`src/rtl/bposit_enc_pkg.sv`:
```
package bposit_enc_pkg;
  // regime field is at most this many bits
  localparam int RS = 6;
  // exponent field width
  localparam int ES = 5;
  // one layout per regime size 2..RS
  localparam int NLAY = RS - 1;
  // signed regime value width (covers -6..5)
  localparam int KW = 4;
  // in-range scale limits
  localparam int SCALE_MAX = (RS - 1) * (1 << ES) + (1 << ES) - 1;
  localparam int SCALE_MIN = -RS * (1 << ES);

  // fold the regime value with its sign: k for k>=0, -k-1 for k<0
  function automatic logic [KW-2:0] fold_regime(input logic [KW-1:0] k);
    logic [KW-1:0] f;
    f = k ^ {KW{k[KW-1]}};
    return f[KW-2:0];
  endfunction

  // round-to-nearest-even decision from kept lsb, guard and sticky
  function automatic logic rne_up(input logic lsb, input logic g, input logic s);
    return g & (s | lsb);
  endfunction
endpackage

```
`src/rtl/bpe_regime.sv`:
```
module bpe_regime
  import bposit_enc_pkg::*;
(
  input  logic [KW-1:0]   k_i,
  output logic [NLAY-1:0] sel_o,
  output logic            neg_o,
  output logic            full_o
);
  logic [KW-2:0] m_w;
  logic [KW-2:0] idx_w;

  assign m_w    = fold_regime(k_i);
  assign neg_o  = k_i[KW-1];
  // run reaches the cap with no terminating bit
  assign full_o = (m_w == (KW-1)'(RS - 1));
  // regime size minus two, clipped at the last layout
  assign idx_w  = (m_w > (KW-1)'(NLAY - 1)) ? (KW-1)'(NLAY - 1) : m_w;

  for (genvar g = 0; g < NLAY; g++) begin : g_dec
    assign sel_o[g] = (idx_w == (KW-1)'(g));
  end
endmodule

```
`src/rtl/bpe_pack.sv`:
```
module bpe_pack
  import bposit_enc_pkg::*;
#(
  parameter int FW = 16,
  localparam int L = RS + ES + FW
) (
  input  logic [NLAY-1:0] sel_i,
  input  logic            neg_i,
  input  logic            full_i,
  input  logic [ES-1:0]   exp_i,
  input  logic [FW-1:0]   frac_i,
  output logic [L-1:0]    long_o
);
  logic [L-1:0] lay [NLAY];

  for (genvar g = 0; g < NLAY; g++) begin : g_lay
    localparam int SZ = g + 2;
    logic last;
    if (g == NLAY - 1) begin : g_cap
      assign last = full_i ? ~neg_i : neg_i;
    end else begin : g_term
      assign last = neg_i;
    end
    if (SZ < RS) begin : g_pad
      assign lay[g] = {{(SZ-1){~neg_i}}, last, exp_i, frac_i, {(RS-SZ){1'b0}}};
    end else begin : g_nopad
      assign lay[g] = {{(SZ-1){~neg_i}}, last, exp_i, frac_i};
    end
  end

  always_comb begin
    long_o = '0;
    for (int g = 0; g < NLAY; g++) begin
      if (sel_i[g]) long_o = long_o | lay[g];
    end
  end
endmodule

```
`src/rtl/bpe_round.sv`:
```
module bpe_round
  import bposit_enc_pkg::*;
#(
  parameter int N  = 16,
  parameter int FW = 16,
  localparam int L  = RS + ES + FW,
  localparam int BW = N - 1
) (
  input  logic [L-1:0]  long_i,
  output logic [BW-1:0] body_o,
  output logic          guard_o,
  output logic          round_o
);
  logic [BW-1:0] keep_w;
  logic          sticky_w;

  assign keep_w   = long_i[L-1 -: BW];
  assign guard_o  = long_i[L-1-BW];
  assign sticky_w = |long_i[L-2-BW:0];
  // never round the all-ones pattern into the sign bit
  assign round_o  = rne_up(keep_w[0], guard_o, sticky_w) & ~(&keep_w);
  assign body_o   = keep_w + {{(BW-1){1'b0}}, round_o};
endmodule

```
`src/rtl/bposit_encoder.sv`:
```
module bposit_encoder
  import bposit_enc_pkg::*;
#(
  parameter int N  = 16,
  parameter int FW = 16,
  parameter int SW = 9,
  localparam int L  = RS + ES + FW,
  localparam int BW = N - 1
) (
  input  logic          sign_i,
  input  logic          zero_i,
  input  logic          nar_i,
  input  logic [SW-1:0] scale_i,
  input  logic [FW-1:0] frac_i,
  output logic [N-1:0]  posit_o
);
  logic [NLAY-1:0] layout_sel;
  logic            reg_neg;
  logic            reg_full;
  logic [L-1:0]    long_w;
  logic [BW-1:0]   body_w;
  logic            guard_w;
  logic            round_up_w;
  logic            sat_hi_w;
  logic            sat_lo_w;
  logic [BW-1:0]   mag_w;
  logic [N-1:0]    packed_w;

  assign sat_hi_w = $signed(scale_i) > SCALE_MAX;
  assign sat_lo_w = $signed(scale_i) < SCALE_MIN;

  bpe_regime u_regime (
    .k_i    (scale_i[ES+KW-1:ES]),
    .sel_o  (layout_sel),
    .neg_o  (reg_neg),
    .full_o (reg_full)
  );

  bpe_pack #(.FW(FW)) u_pack (
    .sel_i  (layout_sel),
    .neg_i  (reg_neg),
    .full_i (reg_full),
    .exp_i  (scale_i[ES-1:0]),
    .frac_i (frac_i),
    .long_o (long_w)
  );

  bpe_round #(.N(N), .FW(FW)) u_round (
    .long_i  (long_w),
    .body_o  (body_w),
    .guard_o (guard_w),
    .round_o (round_up_w)
  );

  always_comb begin
    if (sat_hi_w)
      mag_w = '1;
    else if (sat_lo_w || body_w == '0)
      mag_w = {{(BW-1){1'b0}}, 1'b1};
    else
      mag_w = body_w;
  end

  assign packed_w = {1'b0, mag_w};

  always_comb begin
    if (nar_i)
      posit_o = {1'b1, {BW{1'b0}}};
    else if (zero_i)
      posit_o = '0;
    else if (sign_i)
      posit_o = (~packed_w) + {{(N-1){1'b0}}, 1'b1};
    else
      posit_o = packed_w;
  end
endmodule

```
`config.mk`:
```
export PLATFORM = sky130hd
export DESIGN_NAME = bposit_encoder
export DESIGN_NICKNAME = d
export VERILOG_FILES = /design/src/rtl/bposit_enc_pkg.sv /design/src/rtl/bpe_regime.sv /design/src/rtl/bpe_pack.sv /design/src/rtl/bpe_round.sv /design/src/rtl/bposit_encoder.sv
export SDC_FILE = /design/constraint.sdc
export NUM_CORES = 1
export LEC_CHECK = 0
export BUFFER_PORTS_ARGS = -buffer_cell sky130_fd_sc_hd__buf_2
export CAP_MARGIN = 0
export CELL_PAD_IN_SITES_DETAIL_PLACEMENT = 2
export CELL_PAD_IN_SITES_GLOBAL_PLACEMENT = 2
export CORE_ASPECT_RATIO = 0.75
export CORE_UTILIZATION = 30
export DETAILED_ROUTE_END_ITERATION = 12
export PLACE_DENSITY_LB_ADDON = 0.2
export SLEW_MARGIN = 25
export SYNTH_ARGS = -nofsm -noshare
export SYNTH_HDL_FRONTEND = slang
export SYNTH_SLANG_ARGS = --single-unit
```
`constraint.sdc`:
```
create_clock -name vclk -period 9.81
set_input_delay 2.4525 -clock vclk [all_inputs]
set_output_delay 2.4525 -clock vclk [all_outputs]
set_load 0.1 [all_outputs]
```
# Word level (Yosys, flattened, before mapping)

Cells that the tools add are included.

Add/subtract/negate cells: 2
$lt $le $gt $ge: 3
Eq/ne operators: 5
Mux-type cells: 12
Bitwise logic cells: 11
Reductions and logical operators: 5

Operators with widths:

| operator                                                         | number |
|---|---|
| 27-bit 2-to-1 mux                                                | 5 |
| 27-bit OR                                                        | 4 |
| 16-bit 2-to-1 mux                                                | 3 |
| 15-bit 2-to-1 mux                                                | 2 |
| 16-bit by 1-bit adder with 16-bit output (second input constant) | 1 |
| 15-bit NOT with 16-bit output                                    | 1 |
| 15-bit by 1-bit adder with 15-bit output                         | 1 |
| 15-bit logical NOT                                               | 1 |
| 15-bit AND reduction                                             | 1 |
| 11-bit OR reduction                                              | 1 |
| 9-bit greater-than comparator (second input constant)            | 1 |
| 9-bit less-than comparator (second input constant)               | 1 |
| 3-bit by 2-bit == test with 1-bit output (second input constant) | 2 |
| 3-bit == test (second input constant)                            | 2 |
| 3-bit by 1-bit == test with 1-bit output (second input constant) | 1 |
| 3-bit greater-than comparator (second input constant)            | 1 |
| 3-bit logical NOT                                                | 1 |
| 3-bit 2-to-1 mux                                                 | 1 |
| 3-bit XOR                                                        | 1 |
| 1-bit bitwise AND                                                | 2 |
| 1-bit NOT                                                        | 2 |
| 1-bit logical OR                                                 | 1 |
| 1-bit 2-to-1 mux                                                 | 1 |
| 1-bit OR                                                         | 1 |

Register bits after elaboration: 0
Output and inout port bits: 16
Logic and storage cells: 38

# Logic depth before layout (Yosys ltp)

Gate-level depths: netlist (run 1).

Depth in word-level cells: 27
Gate-level depth with buffers: 30

# Cells and area by module

Synthesis (run 1) repeated with hierarchy kept, for this count alone.

Cell total of the unflattened synthesis: 275
Area total of the unflattened synthesis: 1803.0 µm²

By module, submodules not included:

| module         | times used | cells an instance | area an instance (µm²) |
|---|---|---|---|
| bposit_encoder | 1          | 122               | 742.0 |
| bpe_pack       | 1          | 89                | 595.6 |
| bpe_round      | 1          | 49                | 351.6 |
| bpe_regime     | 1          | 15                | 113.9 |

# Worst setup path before layout (run 1)

OpenSTA, ideal clock, no wires.

Path kind: input -> output
From: input port scale_i[8]
To: output port posit_o[14]
Arrival: 9.953 ns
Data required time: 7.358 ns
Path slack: -2.595 ns
Stages on the path: 30
Cell sequence: buf_6 -> buf_8 -> buf_4 -> inv_2 -> ha_1 -> buf_2 -> clkbuf_1 -> o21ba_1 -> o21ai_1 -> a221o_1 -> nor4b_2 -> nand2_1 -> nor4_1 -> a211oi_1 -> ha_1 -> ha_1 -> buf_2 -> and3_1 -> buf_6 -> and2_1 -> a211oi_1 -> o21a_1 -> a21oi_2 -> a21oi_1 -> ha_1 -> and2_1 -> o21ai_0 -> a2111o_1 -> nand3_1 -> nor3b_1

Cells in the longest elaborated chain, start to end: 27
Elaborated cells between the ends (all ways): 38

RTL lines:

| what                                     | RTL line             | source |
|---|---|---|
| from (decl)                              | bposit_encoder.sv:13 | `input logic [SW-1:0] scale_i,` |
| 3-bit XOR                                | bposit_enc_pkg.sv:17 | `f = k ^ {KW{k[KW-1]}};` |
| 3-bit greater-than comparator            | bpe_regime.sv:17     | `assign idx_w = (m_w > (KW-1)'(NLAY - 1)) ? (KW-1)'(NLAY - 1) : m_w;` |
| 3-bit 2-to-1 mux                         | bpe_regime.sv:17     |  |
| 3-bit logical NOT                        | bpe_regime.sv:20     | `assign sel_o[g] = (idx_w == (KW-1)'(g));` |
| 27-bit 2-to-1 mux                        | bpe_pack.sv:34       | `if (sel_i[g]) long_o = long_o \| lay[g];` |
| 27-bit OR                                | bpe_pack.sv:34       |  |
| 27-bit 2-to-1 mux                        | bpe_pack.sv:34       |  |
| 27-bit OR                                | bpe_pack.sv:34       |  |
| (+11 left out)                           | -                    |  |
| 1-bit logical OR                         | bposit_encoder.sv:58 | `else if (sat_lo_w \|\| body_w == '0)` |
| 15-bit 2-to-1 mux                        | bposit_encoder.sv:58 |  |
| 15-bit 2-to-1 mux *                      | bposit_encoder.sv:56 | `if (sat_hi_w)` |
| 15-bit NOT with 16-bit output            | bposit_encoder.sv:72 | `posit_o = (~packed_w) + {{(N-1){1'b0}}, 1'b1};` |
| 16-bit by 1-bit adder with 16-bit output | bposit_encoder.sv:72 |  |
| 16-bit 2-to-1 mux *                      | bposit_encoder.sv:71 | `else if (sign_i)` |
| 16-bit 2-to-1 mux *                      | bposit_encoder.sv:69 | `else if (zero_i)` |
| 16-bit 2-to-1 mux *                      | bposit_encoder.sv:67 | `if (nar_i)` |
| to (decl)                                | bposit_encoder.sv:15 | `output logic [N-1:0] posit_o` |

Every way passes the cells marked *; elsewhere a longest branch is shown, timed or not.

# Worst setup path after layout (run 1)

From: input port scale_i[6]
To: output port posit_o[14]

Same word-level chain as after synthesis.

==> impl_metrics.ini, run 1 <==
[status]
status = complete, but fails checks
violations = negative setup slack

[timing]
fmax_mhz = 97.8
fin_setup_tns_ns = -3.17
setup_slack_ns = -0.420
max_slew.worst_pin.slew_ns = 0.920
hold_viol = 0
finalSetupViolCount = 11
rsz0062_at_grt = true
final_max_slew_viol_count = 0
final.period_utilization_pct = 104
slew_headroom_pct = 38.0
period_minus_slack_ns = 10.23

[power]
vdd_drop_max_uv = 46.2
p_leak_nw = 1.66
pwr_density_cell_mw_per_mm2 = 92.8
total_power_w = 0.000375

[worst_hold_path]
hold_path.class = input port to primary output
hold_start = zero_i
min_to = posit_o[15]
hold_path_depth = 3

[die]
dieArea_sq_mm = 0.00857
die_x_microns = 107
core_area_sq_mm = 0.00792
rows = 28
die_h_microns = 80.4
io_pins = 44
start_util_pct = 31.1

[synth]
postSynthCellCount = 342
netlist-cell-type-count = 68
yosysWarnings = 0
yosysMostFrequentCell = mux2i_1
synth_xor_area_share_pct = 6.41
avgSynthCellArea_sq_um = 7.19
synth_common_cells = mux2i_1, nand2_1, nor2_1
synthTopCellsByArea = mux2i_1, a21oi_1, nand2_1, ha_1, xnor2_1
synth_top_family_by_area = compound AO/OA/AOI/OAI gates
syn_area_sq_mm = 0.00246
synthSimpleGateAreaFrac_pct = 24.5
synth_top_area_share_pct = 17.1
synth_nets = 378
synth_area_leader_cell = mux2i_1
synth-compound-area-share_pct = 34.5
yosys.area_share.adder_pct = 4.07
synth.area.mux_share_pct = 22.1
yosysSeqAreaShare_pct = 0

[setup_path]
cp_slowest_cell = o32a_1
path_max_fanout = 13
crit_type = input port to primary output
cp-end-kind = primary output
critical_path_arrival_ns = 7.78
path_buf_inv = 5
critPathTopFamily = compound AO/OA/AOI/OAI gates
worstPathRequired_ns = 7.36
startpoint_type = input port
crit_top_cell = buf_4
critPathMaxStageDelay_ns = 0.42

[layout]
fill_cells = 853
nFlopsAndLatches = 0
regArea_sq_um = 0
fin_area_sq_mm = 0.00405
syn_to_final_growth_pct = 64.5
fin_cells = 546
drive_gt1_share_pct = 50.0
fin_nets = 478
n_clock_buffer = 0

[place]
dp_hpwl_microns = 9810
dp_slack_ns = -0.421
dp_cells = 523
placed_area_sq_mm = 0.00358
portBuffers = 44
place_congestion = 0.936

[routing]
routed_wl_microns = 18700
vias = 3742
via_per_inst = 6.85
drt_iter0_markers = 336
drc_errors = 0
wire_per_inst_microns = 34.3
drtAntennaViolNets = 0
first_pass_iters = 5

[global_routing]
grt_start_max_net_pins = 25
grt_pass1_wl_microns = 23300
grtUsageTotal_pct = 36.1
antenna_found_initial = 1
gr-total-overflow = 0
grt_pass1_vias = 3690

[flow_run]
drv_cap = 0
[worst max-delay path by stage]
stage | cells past startpoint | slack [ns] | startpoint | end
detailed placement | 27 | -0.42 | scale_i[7] | posit_o[4]
global placement | 23 | -0.16 | scale_i[8] | posit_o[14]
global route | 27 | -0.45 | scale_i[5] | posit_o[14]
CTS | 26 | -0.11 | scale_i[8] | posit_o[12]
floorplan | 30 | -0.74 | scale_i[8] | posit_o[14]
finish | 26 | -0.42 | scale_i[6] | posit_o[14]
[cells in the final DEF (no fill, tap or decap), drive strengths merged, types with 6 or more instances in the layout]
cell type	count
buf	129
mux2i	42
nand2	28
nor2	24
a21oi	23
o21ai	19
nand3	12
xnor2	11
ha	8
nor3	7
xor2	7
o211ai	7
inv	7
nand4	6
a311oi	6
nand2b	6
and2	6
[stage by stage]
step	utilization (%)	hold WS, ns
3_3_place_gp	45.2	5.35
4_1_cts	48.7	5.37
6_report	51.1	5.37
3_5_place_dp	45.2	5.37
5_1_grt	51.1	5.38
2_1_floorplan	-	5.17
[layer usage]
| metal | vias to the layer above | part of all wire, % | global-route usage, % |
|---|---|---|---|
| li1 | 1514 | - | - |
| met1 | 1907 | 41 | 48.9 |
| met2 | 246 | 46 | 59.4 |
| met3 | 75 | 7.9 | 4.06 |
| met4 | 0 | 5.3 | 11.8 |
| met5 | - | 0 | 0 |
[layout make-up]
class | count | area [sq um] | share of cell area [%]
Multi-Input combinational cell | 303 | 2690 | 66.3
Timing Repair Buffer | 130 | 1190 | 29.5
Tap cell | 105 | 131 | 3.25
Inverter | 7 | 36.3 | 0.896
Antenna cell | 1 | 2.50 | 0.0618
[logic make-up (layout without fill, tap and decap cells)]
kind of cell	Yosys count	after routing
compound gates	115	115
xor+xnor	18	18
fa+ha+maj	8	8
buf+inv	39	137
mux	49	49
other cells	0	1
simple gates	113	113
[report_power, final]
part | internal [W] | switching (W)
registers | 0 | 0
logic | 0.000144 | 0.000232
clock network | 0.0000000000137 | 0
total | 0.000144 | 0.000232
[what timing repair did]
action / in CTS / in global routing
cloned: 1 / 0
pin swaps: 17 / 14
resized for setup: 31 / 26
buffers inserted: 14 / 7
endpoints found under the setup margin: 9 / 12
hold buffers: 0 / 0
Power figures use the tool's default switching activity.
==> run 2, diff against run 1 <==
--- a/config.mk
+++ b/config.mk
@@ -7,10 +7,8 @@
 export LEC_CHECK = 0
 export BUFFER_PORTS_ARGS = -buffer_cell sky130_fd_sc_hd__buf_2
 export CAP_MARGIN = 0
-export CELL_PAD_IN_SITES_DETAIL_PLACEMENT = 2
-export CELL_PAD_IN_SITES_GLOBAL_PLACEMENT = 2
 export CORE_ASPECT_RATIO = 0.75
-export CORE_UTILIZATION = 30
+export CORE_UTILIZATION = 54
 export DETAILED_ROUTE_END_ITERATION = 12
 export PLACE_DENSITY_LB_ADDON = 0.2
 export SLEW_MARGIN = 25
==> impl_metrics.ini, run 2 (synthesis gave the netlist of run 1 again) <==
[setup_path]
cp-endpoint = posit_o[14]
cp.depth = 28
critical_path_arrival_ns = 7.59
path_buf_inv = 7
startpoint_type = input port
crit_type = input port to primary output
cp-end-kind = primary output
cp_slowest_cell = a2111oi_4
path_max_fanout = 6
critPathMaxStageDelay_ns = 0.51
worstPathRequired_ns = 7.36
critPathTopFamily = compound AO/OA/AOI/OAI gates
crit_start = scale_i[7]

[power]
power.share.switching_pct = 59.4
p_int_w = 0.000124
pwr_density_cell_mw_per_mm2 = 85.4
pwr-share-comb_pct = 100.0
vdd_drop_max_uv = 65.3
netSwitchingPower_w = 0.000182
clkPwrFrac_pct = 0
total_power_w = 0.000306
seqPwrFrac_pct = 0
p_leak_nw = 1.48

[global_routing]
antenna_found_initial = 0
grt_pass1_vias = 2876
grt_pass1_wl_microns = 14000
grt_start_max_net_pins = 56
gr-total-overflow = 0
grtUsageTotal_pct = 36.8

[timing]
hold_viol = 0
fmax_mhz = 99.5
setup_slack_ns = -0.236
final.period_utilization_pct = 102
rsz0062_at_grt = true
max_slew.worst_pin.slew_ns = 0.907
slew_headroom_pct = 38.9
final_max_slew_viol_count = 0
period_minus_slack_ns = 10.05
finalSetupViolCount = 5
holdWs_ns = 5.37

[die]
start_util_pct = 58.5
rows = 20
core_area_sq_mm = 0.00420
dieArea_sq_mm = 0.00483
die_h_microns = 60.5
die_x_microns = 79.9
io_pins = 44

[layout]
n_clock_buffer = 0
nFlopsAndLatches = 0
n_antenna_cell = 0
mostFrequentLayoutCells = buf_4, mux2i_1, buf_2
regArea_sq_um = 0
final_common_cell = buf_4
syn_to_final_growth_pct = 45.7
drive_gt1_share_pct = 43.1
fin_nets = 449

[status]
violations = negative setup slack
status = complete, but fails checks

[place]
dp_hpwl_microns = 6220
portBuffers = 44
place_congestion = 0.992

[routing]
drtAntennaViolNets = 0
routed_wl_microns = 10000
wire_per_inst_microns = 21.5
via_per_inst = 7.40
drc_errors = 0
first_pass_iters = 7
vias = 3448
drt_iter0_markers = 560

[worst_hold_path]
hold_path.class = input port to primary output
hold_start = zero_i

[clock_network]
cts_hold_buf = 0

[flow_run]
drv_cap = 0
[run 2: cell type report]
cell class | count | area [sq um]
fillers | 224 | 621
inverters | 7 | 36.3
multi-input cells | 303 | 2560
well taps | 55 | 68.8
repair buffers | 101 | 917
[run 2: through the flow]
step	util, %	instances	area, sq um	setup TNS [ns]	setup slack [ns]
global route	85.2	466	3580	-1.92	-0.397
finish	85.2	466	3580	-0.812	-0.236
floorplan	-	342	2720	-5.05	-0.743
CTS	82.5	461	3470	-0.0151	-0.0151
global placement	78.5	446	3300	-0.158	-0.0627
detailed placement	78.5	446	3300	-0.835	-0.206
[run 2: tightest hold or removal path, cell delays in order]
cell      delay (ns)
buf_2           0.10
o21bai_1        0.07
buf_2           0.29
[run 2: metal layers]
metal	global-route usage (%)	vias to the layer above	share of wire, %
li1	-	1459	-
met1	51.5	1565	37
met2	58.4	338	42
met3	6.77	86	15
met4	10.5	0	5.7
met5	0	-	0
[run 2: worst min path at each step]
stage          cells after the start  slack, ns           to
6_report                           3       5.37  posit_o[15]
5_1_grt                            3       5.38  posit_o[15]
4_1_cts                            3       5.36  posit_o[15]
3_5_place_dp                       3       5.36  posit_o[15]
3_3_place_gp                       3       5.35  posit_o[15]
2_1_floorplan                      3       5.17   posit_o[1]
[run 2: what timing repair did]
item / CTS / global route
pin swaps: 8 / 11
setup buffers: 15 / 5
endpoints found under the setup margin: 7 / 9
gates resized for setup: 16 / 16
hold endpoints to repair: 0 / 0
[run 2: power by group through the flow]
stage | Sequential [W] | Combinational (W) | Clock (W)
2_1_floorplan | 0 | 0.000189 | 0
3_3_place_gp | 0 | 0.000259 | 0
3_5_place_dp | 0 | 0.000266 | 0
4_1_cts | 0 | 0.000277 | 0
5_1_grt | 0 | 0.000317 | 0
6_report | 0 | 0.000306 | 0
